`src/rtl/modereg_pkg.sv`:
```
package modereg_pkg;

    // Field positions inside the mode word; neighbouring logic decodes these.
    localparam int BL_LSB  = 0;
    localparam int BT_BIT  = 3;
    localparam int CL_LSB  = 4;
    localparam int TM_BIT  = 7;
    localparam int DLL_BIT = 8;
    localparam int WR_LSB  = 9;
    localparam int PD_BIT  = 12;
    localparam int FIELD_W = 3;
    localparam int USED_W  = PD_BIT + 1;

    // Decoded form of one mode word
    typedef struct packed {
        logic [2:0] cas;
        logic [3:0] wr;
        logic [3:0] blen;
        logic       il;
        logic       tm;
        logic       slow;
        logic       dll;
        logic       rsv;
    } mr_fields_t;

endpackage

```
`src/rtl/modereg_decode.sv`:
```
module modereg_decode
    import modereg_pkg::*;
(
    input  logic [USED_W-1:0] word,
    output mr_fields_t        fields
);

    logic [FIELD_W-1:0] cl_code;
    logic [FIELD_W-1:0] wr_code;
    logic [FIELD_W-1:0] bl_code;
    logic               cl_bad;
    logic               wr_bad;
    logic               bl_bad;

    always_comb begin
        cl_code = word[CL_LSB +: FIELD_W];
        wr_code = word[WR_LSB +: FIELD_W];
        bl_code = word[BL_LSB +: FIELD_W];

        cl_bad = (cl_code < 3'd3);
        wr_bad = (wr_code == 3'd0);
        bl_bad = (bl_code != 3'd2) && (bl_code != 3'd3);

        fields.cas  = cl_bad ? 3'd0 : cl_code;
        fields.wr   = wr_bad ? 4'd0 : ({1'b0, wr_code} + 4'd1);
        case (bl_code)
            3'd2:    fields.blen = 4'd4;
            3'd3:    fields.blen = 4'd8;
            default: fields.blen = 4'd0;
        endcase
        fields.il   = word[BT_BIT];
        fields.tm   = word[TM_BIT];
        fields.slow = word[PD_BIT];
        fields.dll  = word[DLL_BIT];
        fields.rsv  = cl_bad | wr_bad | bl_bad;
    end

    always_comb begin
        AST_DEC_CAS_LEGAL: assert (fields.cas == 3'd0 || fields.cas >= 3'd3);
    end

endmodule

```
`src/rtl/modereg_lockout.sv`:
```
module modereg_lockout #(
    parameter int TMRD = 2
) (
    input  logic clk,
    input  logic rst_n,
    input  logic start,
    output logic ready
);

    localparam int CW = (TMRD > 1) ? $clog2(TMRD) : 1;
    localparam logic [CW-1:0] RELOAD = CW'(TMRD - 1);

    typedef struct packed {
        logic [CW-1:0] cnt;
    } lock_t;

    lock_t lk_d;
    lock_t lk_q;

    always_comb begin
        lk_d = lk_q;
        if (start) begin
            lk_d.cnt = RELOAD;
        end else if (lk_q.cnt != '0) begin
            lk_d.cnt = lk_q.cnt - 1'b1;
        end
    end

    always_ff @(posedge clk) begin
        if (!rst_n) begin
            lk_q <= '0;
        end else begin
            lk_q <= lk_d;
        end
    end

    assign ready = (lk_q.cnt == '0);

    AST_LOCK_NO_RESTART: assert property (@(posedge clk) disable iff (!rst_n)
        start |-> ready);

    generate
        if (TMRD > 1) begin : g_window
            AST_LOCK_ENTERS: assert property (@(posedge clk) disable iff (!rst_n)
                start |=> !ready);
        end
    endgenerate

endmodule

```
`src/rtl/modereg_ctrl.sv`:
```
module modereg_ctrl
    import modereg_pkg::*;
#(
    parameter int MODE_W = 15,
    parameter int BANK_W = 3,
    parameter int TMRD   = 2
) (
    input  logic              clk,
    input  logic              rst_n,
    input  logic              load_req,
    input  logic [BANK_W-1:0] load_bank,
    input  logic [MODE_W-1:0] load_bits,
    input  logic              banks_idle,
    input  logic              burst_active,
    input  logic              cmd_req,
    output logic              cmd_grant,
    output logic              ready,
    output logic              load_err,
    output logic              rsv_flag,
    output logic [MODE_W-1:0] mode_q,
    output logic              dll_reset,
    output logic [2:0]        cas_lat,
    output logic [3:0]        wr_rec,
    output logic [3:0]        burst_len,
    output logic              interleave,
    output logic              test_mode,
    output logic              slow_exit
);

    localparam logic [MODE_W-1:0] DLL_MASK = MODE_W'(1) << DLL_BIT;

    typedef struct packed {
        logic [MODE_W-1:0] word;
        mr_fields_t        fld;
        logic              err;
    } ctrl_t;

    ctrl_t      st_d;
    ctrl_t      st_q;
    mr_fields_t in_fld;
    logic       lock_ready;
    logic       hit;
    logic       legal;
    logic       accept;
    logic       reject;

    modereg_decode u_decode (
        .word   (load_bits[USED_W-1:0]),
        .fields (in_fld)
    );

    modereg_lockout #(.TMRD(TMRD)) u_lockout (
        .clk   (clk),
        .rst_n (rst_n),
        .start (accept),
        .ready (lock_ready)
    );

    always_comb begin
        hit    = load_req && (load_bank == '0);
        legal  = banks_idle && !burst_active && lock_ready;
        accept = hit && legal;
        reject = hit && !legal;

        st_d         = st_q;
        st_d.err     = reject;
        st_d.fld.dll = 1'b0;
        if (accept) begin
            st_d.word = load_bits & ~DLL_MASK;
            st_d.fld  = in_fld;
        end
    end

    always_ff @(posedge clk) begin
        if (!rst_n) begin
            st_q <= '0;
        end else begin
            st_q <= st_d;
        end
    end

    assign ready      = lock_ready;
    assign cmd_grant  = cmd_req && lock_ready;
    assign load_err   = st_q.err;
    assign rsv_flag   = st_q.fld.rsv;
    assign dll_reset  = st_q.fld.dll;
    assign mode_q     = st_q.word | (st_q.fld.dll ? DLL_MASK : '0);
    assign cas_lat    = st_q.fld.cas;
    assign wr_rec     = st_q.fld.wr;
    assign burst_len  = st_q.fld.blen;
    assign interleave = st_q.fld.il;
    assign test_mode  = st_q.fld.tm;
    assign slow_exit  = st_q.fld.slow;

    AST_BANK_IGNORED: assert property (@(posedge clk) disable iff (!rst_n)
        (load_req && load_bank != '0) |=> !load_err);

    AST_REJECT_HOLDS: assert property (@(posedge clk) disable iff (!rst_n)
        load_err |-> (st_q.word == $past(st_q.word)));

    AST_BUSY_REJECTS: assert property (@(posedge clk) disable iff (!rst_n)
        (load_req && load_bank == '0 && (!banks_idle || burst_active)) |=> load_err);

    AST_DLL_ONE_CYCLE: assert property (@(posedge clk) disable iff (!rst_n)
        dll_reset |=> (!dll_reset || $past(accept)));

    AST_RSV_STICKY: assert property (@(posedge clk) disable iff (!rst_n)
        !accept |=> (rsv_flag == $past(rsv_flag)));

    AST_LOCKED_NO_GRANT: assert property (@(posedge clk) disable iff (!rst_n)
        (accept && TMRD > 1) |=> !cmd_grant);

endmodule

```
`config.mk`:
```
export PLATFORM = sky130hd
export DESIGN_NAME = modereg_ctrl
export DESIGN_NICKNAME = d
export VERILOG_FILES = /design/src/rtl/modereg_pkg.sv /design/src/rtl/modereg_decode.sv /design/src/rtl/modereg_lockout.sv /design/src/rtl/modereg_ctrl.sv
export SDC_FILE = /design/constraint.sdc
export NUM_CORES = 1
export LEC_CHECK = 0
export BUFFER_PORTS_ARGS = -buffer_cell sky130_fd_sc_hd__buf_2
export CAP_MARGIN = 10
export CORE_AREA = 3 3 56 58
export CTS_CLUSTER_SIZE = 24
export DETAILED_ROUTE_END_ITERATION = 7
export DIE_AREA = 0 0 59 61
export PLACE_DENSITY = 0.76
export SYNTH_ARGS = -nofsm -noshare
export SYNTH_HDL_FRONTEND = slang
export SYNTH_SLANG_ARGS = --single-unit
```
`constraint.sdc`:
```
create_clock -name clk -period 1.45 [get_ports clk]
set_input_delay 0.29 -clock clk [delete_from_list [all_inputs] [get_ports clk]]
set_output_delay 0.29 -clock clk [all_outputs]
set_load 0.03 [all_outputs]
```
# --- Word level (Yosys, flattened, before mapping) ---
# Index checks and enable logic that the tools add are counted.
word_totals:
  mem_bits_ro: 0
  regBits: 32
  latch_bits: 0
  output_inout_bits: 34
  elab_cells: 40
  memories: 0
  mem_bits_rw: 0
  in_bits: 24
classes:
  muxes: 6
  n_div: 0
  n_lt_le_gt_ge: 1
  addsub: 2
  n_reduce_logical: 12
  mul: 0
  n_eq_ne: 4
  shifts: 0
  bitwise_logic: 4
ops:
  columns: ["cell", "count"]
  rows:
  - ["bitwise OR 15 x 9 -> 15 bit", 1]
  - ["2-to-1 mux 9 bit", 1]
  - ["case mux 4 bit (2 select lines)", 1]
  - ["logical AND 1 bit", 7]
  - ["equality test 3 x 2 -> 1 bit, second input constant", 2]
  - ["logical NOT 3 bit", 2]
  - ["inequality test 3 x 2 -> 1 bit, second input constant", 2]
  - ["adder 3 x 1 -> 4 bit, second input constant", 1]
  - ["2-to-1 mux 4 bit", 1]
  - ["< comparator 3 x 2 -> 1 bit, second input constant", 1]
  - ["2-to-1 mux 3 bit", 1]
  - ["logical NOT 1 bit", 2]
  - ["2-to-1 mux 1 bit", 2]
  - ["bitwise OR 1 bit", 2]
  - ["AND reduction 2 bit", 1]
  - ["inverter 1 bit", 1]
  - ["subtractor 1 bit, second input constant", 1]

# --- Depth between registers and ports, before layout ---
# Gate-level depths: netlist of the first run.
depth:
  depth_word: 5
  ltp_mapped: 5

# --- By module ---
# A second synthesis of the first run with hierarchy kept.
hier_totals:
  cells_unflattened: 165
  area_unflattened_um2: 1497.7
by_module_without_submodules:
  columns: ["mod", "area_each_um2", "instances", "seq_area_each_um2", "cells_each"]
  rows:
  - ["modereg_ctrl", 1301.2, 1, 620.6, 138]
  - ["modereg_decode", 166.4, 1, 0.0, 24]
  - ["modereg_lockout", 30.0, 1, 20.0, 3]

# --- Least setup slack after synthesis of the first run ---
# Ideal clock, no wire load.
synth_timing:
  path_kind: "input to register"
  start: "input port load_bank[1]"
  end: "register st_q[27] in the netlist's numbering"
  path_buffers: 1
  setup_slack_ns: 0.152
  t_arrival_ns: 1.166
  path_stages: 4
  cell_sequence: "or4b_4 -> buf_6 -> o21ai_1 -> a21oi_1"
synth_via:
  elab_chain_len: 3
synth_lines:
  columns: ["element", "line", "rtl"]
  rows:
  - ["start: declaration", "modereg_ctrl.sv:11", "input logic [BANK_W-1:0] load_bank,"]
  - ["logical NOT 3 bit", "modereg_ctrl.sv:60", "hit = load_req && (load_bank == '0);"]
  - ["logical AND 1 bit", "modereg_ctrl.sv:60", null]
  - ["logical AND 1 bit", "modereg_ctrl.sv:62", "accept = hit && legal;"]
  - ["end signal: assignment", "modereg_ctrl.sv:78", "st_q <= st_d;"]
  - ["end: declaration", "modereg_ctrl.sv:39", "ctrl_t st_q;"]
# Every way passes these cells.
# A chain may end at the register's enable or synchronous reset.

# --- Worst setup path after layout of the first run ---
layout_timing:
  start: "register u_lockout.lk_q"
  end: "register st_q[24] in the netlist's numbering"
layout_via:
  elab_chain_len: 3
layout_lines:
  columns: ["element", "line", "rtl"]
  rows:
  - ["start: declaration", "modereg_lockout.sv:18", "lock_t lk_q;"]
  - ["start signal: assignment", "modereg_lockout.sv:33", "lk_q <= lk_d;"]
  - ["inverter 1 bit", "modereg_lockout.sv:37", "assign ready = (lk_q.cnt == '0);"]
  - ["logical AND 1 bit", "modereg_ctrl.sv:61", "legal = banks_idle && !burst_active && lock_ready;"]
  - ["logical AND 1 bit", "modereg_ctrl.sv:62", null]
# Every way passes these cells.

==> key figures, run 1 <==
Worst setup path
  – Worst Setup Start Kind: flip-flop
  – Flop2flop setup slack: 0.11 ns
  – Crit path capture type: flip-flop
  – Crit Path Category: flip-flop to flip-flop
  – CP required: 1.68 ns
  – Largest fanout on the critical path: 24
  – WP data arrival: 1.57 ns

Floorplan
  – Core Region: 2710 sq um
  – Die area: 3600 sq um
  – Die Height: 61 um
  – # IOs: 58
  – Chip Width: 59 um
  – # rows: 19
  – Starting Density: 44.7%

Logic synthesis
  – YS warnings: 0
  – Synth Cell Area: 1210 sq um
  – Post-synthesis register bit count: 27
  – Mapped Cells: 136
  – Distinct cells, synth: 27
  – Seq/Total Area, Yosys: 44.6%
  – FFs w/ async S/R, synth: 0%
  – Post-synth EDFFs: 0
  – Syn_area_per_cell: 8.91 sq um
  – Top_reg_cell synth: dfxtp_1

GRT
  – Largest net degree at the start of global routing: 27
  – GRT Total Usage: 16.7%
  – Global-route wire length before repair: 4.69 mm
  – Total grt overflow: 0
  – Number of global-route vias before repair: 1080
  – Initial antenna violation count: 0

Place
  – Post-placement cell count: 214
  – Final GP Congestion: 0.815
  – Port Buffer Count: 55
  – Setup WS pre-CTS: -0.0507 ns
  – Post-DP HPWL: 2.12 mm
  – Placed standard-cell area: 1490 sq um

CTS
  – Clock Sinks: 27
  – PostCTS Resize Cnt: 0
  – CTS tree: built
  – Clk buf depth: 2
  – Hold Buf Count CTS: 0
  – # Post-CTS Setup Buffers: 0
  – CTS Root Cell: clkbuf_4
  – Clock Latency Late Sink: 0.32 ns
  – CTS HTree Levels: 1
  – Clock transition at path regs: 0.15 ns
  – TritonCTS buffer count: 3

Drt
  – Drt drc: 0
  – Total routed wirelength: 2.96 mm
  – Antenna-violating nets left: 0
  – DRT Pass-1 Iters: 4
  – Via density: 5.32
  – Vias: 1159
  – Wire length per cell: 13.6 um
  – Iter 0 DRT Violations: 30

Finish
  – Area grow syn2layout: 25.4%
  – Layout cell share with drive strength beyond 1: 37.4%
  – Antenna diodes: 0
  – Post-route cell area: 1520 sq um
  – Most frequent cells in the layout: buf_2, dfxtp_1, a21oi_1
  – Fin cells: 218
  – Nets: 214
  – Commonest non-fill, non-tap cell in the layout: buf_2

Power
  – Seq pwr share: 59.9%
  – Cell Pwr Density: 824 nW/um^2
  – Peak supply drop: 0.473 mV
  – Clock power frac: 26.6%
  – Internal power: 0.919 mW
  – Switching Share: 26.6%
  – Pleak: 0.678 nW
  – Comb power frac: 13.5%
  – Sw power: 0.334 mW

STA
  – Fmax: 0.746 GHz
  – Min setup slack post-route: 0.109 ns
  – Final Setup Violations: 0
  – Slew Viols, Final: 0
  – Post-route setup TNS: 0 ns
  – Worst hold margin: 0.175 ns
  – Worst clock skew: 0.00393 ns
  – Crit path time final: 1.34 ns
  – RSZ-0062 raised after global routing: false
  – Final worst-path cycle share: 92.5%
  – Final hold violations: 0

Hold path
  – Worst hold path class: primary input to flip-flop

Outcome
  – Status: complete, no violations

Job
  – Maxcap violations: 0
layout make-up:
class,count,area (sq um)
fillers,251,1190
flip-flops and latches,27,541
multi-input cells,89,539
repair buffers,62,353
well taps,31,38.8
clock buffers,3,22.5
inverters,5,18.8
clock inverters,1,7.51
registers in the layout, summed over array words and instances (netlist names):
register,cells
burst_len,2
cas_lat,3
dll_reset,1
load_err,1
rsv_flag,1
st_q,14
u_lockout.lk_q,1
wr_rec,4
worst paths after layout:
kind	from	to	cells after the start
setup / recovery	u_lockout.lk_q$_SDFF_PN0_	st_q[24]$_SDFFE_PN0P_	4
hold / removal	load_bits[8]	dll_reset$_SDFF_PN0_	3
setup reg to reg	u_lockout.lk_q$_SDFF_PN0_	st_q[24]$_SDFFE_PN0P_	4
hold reg to reg	st_q[22]$_SDFFE_PN0P_	st_q[22]$_SDFFE_PN0P_	2
layer usage:
layer	vias to the layer above	track usage [%]	share of wire, %
met5	-	0	0
met4	0	6.80	0.98
met3	4	3.19	6.4
met2	38	28.4	48
met1	535	20.9	44
li1	582	-	-
synth_stat cells, types with 2 or more instances:
| master | number | share of area [%] |
|---|---|---|
| nor2b_1 | 2 | 1.0 |
| a21oi_1 | 25 | 10 |
| clkbuf_1 | 2 | 0.62 |
| o21ai_1 | 20 | 8.3 |
| inv_1 | 5 | 1.5 |
| buf_4 | 6 | 3.7 |
| nand4_1 | 3 | 1.5 |
| a311oi_1 | 2 | 1.4 |
| buf_6 | 4 | 3.7 |
| ha_1 | 2 | 2.1 |
| nand4b_1 | 3 | 2.2 |
| nand3_1 | 15 | 6.2 |
| buf_2 | 4 | 1.7 |
| o21ai_0 | 2 | 0.83 |
| nor2_1 | 3 | 0.93 |
| dfxtp_1 | 27 | 45 |
cells by family after synthesis:
| group | Yosys count | share of synthesized area [%] |
|---|---|---|
| AO/OA/AOI/OAI | 49 | 20.8 |
| AND/OR/NAND/NOR | 35 | 20.1 |
| flip-flops | 27 | 44.6 |
| buffers and inverters | 21 | 11.2 |
| other | 1 | 0.309 |
| adder cells (fa/ha/maj) | 2 | 2.06 |
| multiplexers | 1 | 0.826 |
stage by stage:
stage               util [%]  power, mW
finish                  56.1       1.25
global route            56.1       1.30
CTS                     56.1       1.26
detailed placement      55.0      0.933
global placement        55.0      0.928
floorplan                  -      0.864
worst max-delay path: stages (launching register included):
cell and delay, ns:
dfxtp_1 0.38, or3b_1 0.38, buf_4 0.23, o21ai_0 0.18, a21oi_1 0.09
power by group through the flow:
stage	registers, mW	clock network [mW]	logic (mW)
after global routing	0.751	0.367	0.183
after global placement	0.766	0	0.162
after floorplan	0.776	0	0.0884
after CTS	0.750	0.344	0.168
after detailed placement	0.766	0	0.166
final	0.750	0.333	0.169
(Power assumes the default switching activity.)
==> inputs of run 2 (changes only) <==
==> constraint.sdc (replaced) <==
create_clock -name clk -period 1.5 [get_ports clk]
set_input_delay 0.3 -clock clk [delete_from_list [all_inputs] [get_ports clk]]
set_output_delay 0.3 -clock clk [all_outputs]
set_load 0.03 [all_outputs]
==> run 2 against run 1 <==
Effect of this change:
- first-iteration DRC count up 13%
- clock skew up 0.0042 ns
- core utilization down 0.46 points
- register-to-register slack better by 0.06 ns
- combinational power down 5%
- die area unchanged
- maximum frequency up 0.38%
- clock power about the same
- worst hold slack worse by 0.0018 ns
- largest cell class unchanged
==> key figures, run 2 (synthesis gave the netlist of run 1 again) <==
Worst setup path
  – Crit Path Category: flip-flop to flip-flop (unchanged)
  – Worst Setup Start Kind: flip-flop (unchanged)
  – Crit path capture type: flip-flop (unchanged)
  – Largest fanout on the critical path: 24 (unchanged)
  – WP data arrival: 1.58 ns (was 1.57 ns)
  – Worst R2R Path Depth: 4 (unchanged)
  – Slowest stage cell, crit path: dfxtp_1 (unchanged)
  – CP required: 1.74 ns (was 1.68 ns)
  – Crit path cell chain: or3b_1 -> buf_4 -> o21ai_0 -> a21oi_1 (unchanged)
  – Flop2flop setup slack: 0.16 ns (was 0.11 ns)
  – R2r endpoint: st_q[26]$_SDFFE_PN0P_ (was st_q[24]$_SDFFE_PN0P_)
  – Reg-to-reg startpoint: u_lockout.lk_q$_SDFF_PN0_ (unchanged)
  – Worst path max stage delay: 0.38 ns (about the same)

GRT
  – Number of global-route vias before repair: 1029 (was 1080)
  – Total grt overflow: 0 (unchanged)
  – Initial antenna violation count: 0 (unchanged)
  – Global-route wire length before repair: 4.71 mm (was 4.69 mm)
  – GRT Total Usage: 17.3% (was 16.7%)
  – Largest net degree at the start of global routing: 27 (unchanged)

Power
  – Peak supply drop: 0.501 mV (was 0.473 mV)
  – Cell Pwr Density: 807 nW/um^2 (was 824 nW/um^2)
  – Pleak: 0.675 nW (was 0.678 nW)

Finish
  – Multi-input logic area: 539 sq um (unchanged)
  – Nets: 214 (unchanged)
  – Most frequent cells in the layout: buf_2, dfxtp_1, a21oi_1 (unchanged)
  – Commonest non-fill, non-tap cell in the layout: buf_2 (unchanged)
  – Layout cell share with drive strength beyond 1: 37.4% (unchanged)
  – Most flops, register: st_q (unchanged)
  – Max reg flops: 14 (unchanged)
  – Antenna diodes: 0 (unchanged)
  – Sequential Area: 541 sq um (unchanged)
  – Fin cells: 218 (unchanged)
  – Area grow syn2layout: 24.4% (was 25.4%)
  – Fill count: 251 (unchanged)

Place
  – Post-DP HPWL: 2.17 mm (was 2.12 mm)
  – Post-placement cell count: 214 (unchanged)
  – Final GP Congestion: 0.823 (was 0.815)
  – Port Buffer Count: 55 (unchanged)
  – Setup WS pre-CTS: -0.00351 ns (was -0.0507 ns)

CTS
  – Hold Buf Count CTS: 0 (unchanged)
  – Clock transition at path regs: 0.15 ns (about the same)
  – Clock Sinks: 27 (unchanged)
  – PostCTS Resize Cnt: 0 (unchanged)
  – CTS Root Cell: clkbuf_4 (unchanged)
  – Clk buf depth: 2 (unchanged)
  – CTS tree: built (unchanged)
  – CTS HTree Levels: 1 (unchanged)
  – # Post-CTS Setup Buffers: 0 (unchanged)
  – TritonCTS buffer count: 3 (unchanged)
  – Clock Latency Late Sink: 0.34 ns (was 0.32 ns)

Hold path
  – Hold depth: 3 (unchanged)
  – Hold path startpoint: load_bits[8] (unchanged)
  – Worst hold path class: primary input to flip-flop (unchanged)
  – Worst hold endpoint: dll_reset$_SDFF_PN0_ (unchanged)

STA
  – Crit path time final: 1.34 ns (about the same)
  – Post-route setup TNS: 0 ns (unchanged)
  – Final Setup Violations: 0 (unchanged)
  – Min setup slack post-route: 0.164 ns (was 0.109 ns)
  – Final worst-path cycle share: 89.0% (was 92.5%)
  – Slew Viols, Final: 0 (unchanged)
  – Worst clock skew: 0.00812 ns (was 0.00393 ns)
  – Fmax: 0.749 GHz (was 0.746 GHz)
  – Final hold violations: 0 (unchanged)
  – RSZ-0062 raised after global routing: false (unchanged)

Drt
  – Via density: 5.40 (was 5.32)
  – DRT Pass-1 Iters: 4 (unchanged)
  – Iter 0 DRT Violations: 34 (was 30)
  – Drt drc: 0 (unchanged)
  – Wire length per cell: 13.8 um (was 13.6 um)
  – Vias: 1178 (was 1159)
  – Total routed wirelength: 3.01 mm (was 2.96 mm)
  – Antenna-violating nets left: 0 (unchanged)

Floorplan
  – Starting Density: 44.7% (unchanged)
  – Core Region: 2710 sq um (unchanged)
  – # IOs: 58 (unchanged)
  – Chip Width: 59 um (unchanged)
  – # rows: 19 (unchanged)
  – Die Height: 61 um (unchanged)
  – Die area: 3600 sq um (unchanged)

Outcome
  – Status: complete, no violations (unchanged)

Job
  – Maxcap violations: 0 (unchanged)
run 2: metal layers:
metal / up-vias / share of wire [%] / GRT usage [%] / wire length [um]
met3: 4 / 7.1 / 3.62 / 215
li1: 582 / - / - / -
met2: 48 / 49 / 28.4 / 1460
met1: 544 / 43 / 22.2 / 1300
met5: - / 0 / 0 / 0
met4: 0 / 1.2 / 6.80 / 35
run 2: layout make-up:
cell class / instances / area share (%)
clock buffer: 3 / 1.49
clock inverter: 1 / 0.498
inverter: 5 / 1.24
multi-input combinational: 89 / 35.8
sequential: 27 / 35.9
tap: 31 / 2.57
timing repair buffer: 62 / 22.6
run 2: report_power, final:
part	leakage [nW]	total (mW)	internal, mW	switching (mW)
clock	0.0139	0.331	0.102	0.228
combinational	0.444	0.161	0.0612	0.100
sequential	0.218	0.725	0.723	0.00251
total	0.675	1.22	0.886	0.331
run 2: worst max-delay path: cells and delay by family (launching register included):
kind                   cells  cell delay [ns]
AOI/OAI and AO/OA          2             0.25
DFF                        1             0.38
buffers and inverters      1             0.22
and+or+nand+nor            1             0.38
run 2: stage by stage:
stage	hold slack (ns)	total power [mW]	util [%]	area [sq um]
2_1_floorplan	0.431	0.836	-	1220
3_3_place_gp	0.458	0.894	54.5	1480
3_5_place_dp	0.471	0.899	54.5	1480
4_1_cts	0.159	1.23	55.6	1510
5_1_grt	0.155	1.27	55.6	1510
6_report	0.174	1.22	55.6	1510
run 2: worst max-delay path by stage:
stage                             to                 startpoint  cells after the start
2_1_floorplan  st_q[27]$_SDFFE_PN0P_               load_bank[1]                      4
3_3_place_gp   st_q[24]$_SDFFE_PN0P_               load_bank[1]                      4
3_5_place_dp   st_q[26]$_SDFFE_PN0P_               load_bank[1]                      4
4_1_cts        st_q[26]$_SDFFE_PN0P_  u_lockout.lk_q$_SDFF_PN0_                      4
5_1_grt        st_q[26]$_SDFFE_PN0P_  u_lockout.lk_q$_SDFF_PN0_                      4
6_report       st_q[26]$_SDFFE_PN0P_  u_lockout.lk_q$_SDFF_PN0_                      4
==> inputs of run 3 (changes only) <==
--- a/config.mk
+++ b/config.mk
@@ -11,7 +11,7 @@
 export CTS_CLUSTER_SIZE = 24
 export DETAILED_ROUTE_END_ITERATION = 7
 export DIE_AREA = 0 0 59 61
-export PLACE_DENSITY = 0.76
+export PLACE_DENSITY_LB_ADDON = 0.3
 export SYNTH_ARGS = -nofsm -noshare
 export SYNTH_HDL_FRONTEND = slang
 export SYNTH_SLANG_ARGS = --single-unit
==> run 3 against run 2 <==
Effect of this change:
- non-clock buffer count is the same
- register-to-register slack is essentially flat
- final area is the same
- sequential share of layout area is the same
- largest cell class unchanged
- largest power group unchanged
==> key figures, run 3 (synthesis gave the netlist of run 1 again) <==
CTS
  – Hold Buf Count CTS: 0 (unchanged)
  – Clock Latency Late Sink: 0.32 ns (was 0.34 ns)
  – TritonCTS buffer count: 3 (unchanged)
  – CTS tree: built (unchanged)
  – # Post-CTS Setup Buffers: 0 (unchanged)
  – PostCTS Resize Cnt: 0 (unchanged)
  – Clock Sinks: 27 (unchanged)
  – CTS Root Cell: clkbuf_4 (unchanged)
  – Clock transition at path regs: 0.14 ns (was 0.15 ns)
  – Clk buf depth: 2 (unchanged)
  – CTS HTree Levels: 1 (unchanged)

Power
  – Peak supply drop: 0.476 mV (was 0.501 mV)
  – Switching Share: 26.0% (was 27.2%)
  – Pleak: 0.675 nW (about the same)
  – Internal power: 0.885 mW (was 0.886 mW)
  – Clock power frac: 26.1% (was 27.2%)
  – Seq pwr share: 60.7% (was 59.6%)
  – Sw power: 0.310 mW (was 0.331 mW)
  – Cell Pwr Density: 792 nW/um^2 (was 807 nW/um^2)
  – Comb power frac: 13.2% (about the same)

Worst setup path
  – Crit path capture: st_q[24]$_SDFFE_PN0P_ (was st_q[26]$_SDFFE_PN0P_)
  – Worst path max stage delay: 0.38 ns (about the same)
  – Worst R2R Path Depth: 4 (unchanged)
  – Reg-to-reg startpoint: u_lockout.lk_q$_SDFF_PN0_ (unchanged)
  – Crit path cell chain: or3b_1 -> buf_4 -> o21ai_0 -> a21oi_1 (unchanged)
  – Largest fanout on the critical path: 24 (unchanged)
  – CP required: 1.72 ns (was 1.74 ns)
  – R2r endpoint: st_q[24]$_SDFFE_PN0P_ (was st_q[26]$_SDFFE_PN0P_)
  – CP Depth: 4 (unchanged)
  – Crit path capture type: flip-flop (unchanged)
  – CP Launch Point: u_lockout.lk_q$_SDFF_PN0_ (unchanged)
  – Worst Setup Start Kind: flip-flop (unchanged)
  – Flop2flop setup slack: 0.17 ns (was 0.16 ns)
  – Slowest stage cell, crit path: dfxtp_1 (unchanged)
  – Worst path top cell family by delay: flip-flops (unchanged)
  – Crit Path Category: flip-flop to flip-flop (unchanged)
  – CP Buf/Inv Count: 1 (unchanged)
  – WP data arrival: 1.54 ns (was 1.58 ns)

STA
  – RSZ-0062 raised after global routing: false (unchanged)
  – Min setup slack post-route: 0.174 ns (was 0.164 ns)
  – Final hold violations: 0 (unchanged)
  – Final worst-path cycle share: 88.4% (was 89.0%)
  – Final Setup Violations: 0 (unchanged)
  – Fmax: 0.754 GHz (was 0.749 GHz)
  – Worst clock skew: 0.00606 ns (was 0.00812 ns)
  – Slew Viols, Final: 0 (unchanged)
  – Post-route setup TNS: 0 ns (unchanged)
  – Crit path time final: 1.33 ns (was 1.34 ns)

Finish
  – Antenna diodes: 0 (unchanged)
  – Post-route cell area: 1510 sq um (unchanged)
  – Most frequent cells in the layout: buf_2, dfxtp_1, a21oi_1 (unchanged)
  – Post-Route Utilization: 55.6% (unchanged)
  – Layout cell share with drive strength beyond 1: 37.4% (unchanged)
  – Most flops, register: st_q (unchanged)
  – Max reg flops: 14 (unchanged)
  – Nets: 214 (unchanged)
  – Commonest non-fill, non-tap cell in the layout: buf_2 (unchanged)
  – Area grow syn2layout: 24.4% (unchanged)

Drt
  – Total routed wirelength: 2.88 mm (was 3.01 mm)
  – Antenna-violating nets left: 0 (unchanged)
  – Wire length per cell: 13.2 um (was 13.8 um)
  – Drt drc: 0 (unchanged)
  – Iter 0 DRT Violations: 30 (was 34)
  – Via density: 5.30 (was 5.40)
  – DRT Pass-1 Iters: 4 (unchanged)
  – Vias: 1155 (was 1178)

Place
  – Placed standard-cell area: 1480 sq um (unchanged)
  – Port Buffer Count: 55 (unchanged)
  – Setup WS pre-CTS: 0.00319 ns (was -0.00351 ns)
  – Post-DP HPWL: 2.11 mm (was 2.17 mm)
  – Final GP Congestion: 0.758 (was 0.823)

GRT
  – Number of global-route vias before repair: 1069 (was 1029)
  – GRT Total Usage: 16.6% (was 17.3%)
  – Grt met1 use: 21.5% (was 22.2%)
  – Initial antenna violation count: 0 (unchanged)
  – Total grt overflow: 0 (unchanged)
  – Global-route wire length before repair: 4.62 mm (was 4.71 mm)
  – Met2 Use GR: 28.1% (was 28.4%)
  – Met3 Track Usage GR: 2.77% (was 3.62%)
  – Largest net degree at the start of global routing: 27 (unchanged)
  – Gr busiest metal: met2 (unchanged)

Job
  – Maxcap violations: 0 (unchanged)

Floorplan
  – # IOs: 58 (unchanged)
  – Die Height: 61 um (unchanged)
  – Starting Density: 44.7% (unchanged)
  – Die area: 3600 sq um (unchanged)
  – # rows: 19 (unchanged)
  – Core Region: 2710 sq um (unchanged)
  – Chip Width: 59 um (unchanged)

Hold path
  – Worst hold path class: primary input to flip-flop (unchanged)
  – Hold path startpoint: load_bits[8] (unchanged)

Outcome
  – Status: complete, no violations (unchanged)
[run 3: cell counts in the layout (fill, tap and decap cells not counted)]
No cell type changed its count.
[run 3: worst min-delay path: stages]
cell and delay [ns]:
buf_2 0.09, inv_1 0.05, nor3_2 0.04
[run 3: cell type report]
| type | count | area, sq um |
|---|---|---|
| fill | 266 | 1200 |
| sequential | 27 | 541 |
| multi-input combinational | 89 | 539 |
| timing repair buffer | 62 | 340 |
| tap | 31 | 38.8 |
| clock buffer | 3 | 22.5 |
| inverter | 5 | 18.8 |
| clock inverter | 1 | 7.51 |
[run 3: per-layer routing]
metal / routed length, um / vias to the layer above
met1: 1230 / 522
met2: 1410 / 47
met4: 32 / 0
met3: 203 / 4
met5: 0 / -
li1: - / 582
[run 3: power groups by stage]
stage / clock network [mW] / logic [mW] / registers (mW)
final: 0.312 / 0.158 / 0.725
after global routing: 0.357 / 0.173 / 0.726
after CTS: 0.332 / 0.157 / 0.725
after detailed placement: 0 / 0.156 / 0.740
after global placement: 0 / 0.153 / 0.740
after floorplan: 0 / 0.0855 / 0.750
[run 3: worst min-delay path by stage]
| stage | endpoint | slack, ns | cells after the start |
|---|---|---|---|
| finish | dll_reset$_SDFF_PN0_ | 0.19 | 3 |
| global route | dll_reset$_SDFF_PN0_ | 0.18 | 3 |
| CTS | dll_reset$_SDFF_PN0_ | 0.18 | 3 |
| detailed placement | st_q[26]$_SDFFE_PN0P_ | 0.47 | 2 |
| global placement | st_q[26]$_SDFFE_PN0P_ | 0.46 | 2 |
| floorplan | dll_reset$_SDFF_PN0_ | 0.43 | 2 |
[run 3: per-stage QoR]
step | hold slack, ns | power, mW | instances
CTS | 0.179 | 1.21 | 218
detailed placement | 0.468 | 0.897 | 214
finish | 0.190 | 1.19 | 218
global route | 0.176 | 1.26 | 218
floorplan | 0.431 | 0.836 | 137
global placement | 0.459 | 0.893 | 214
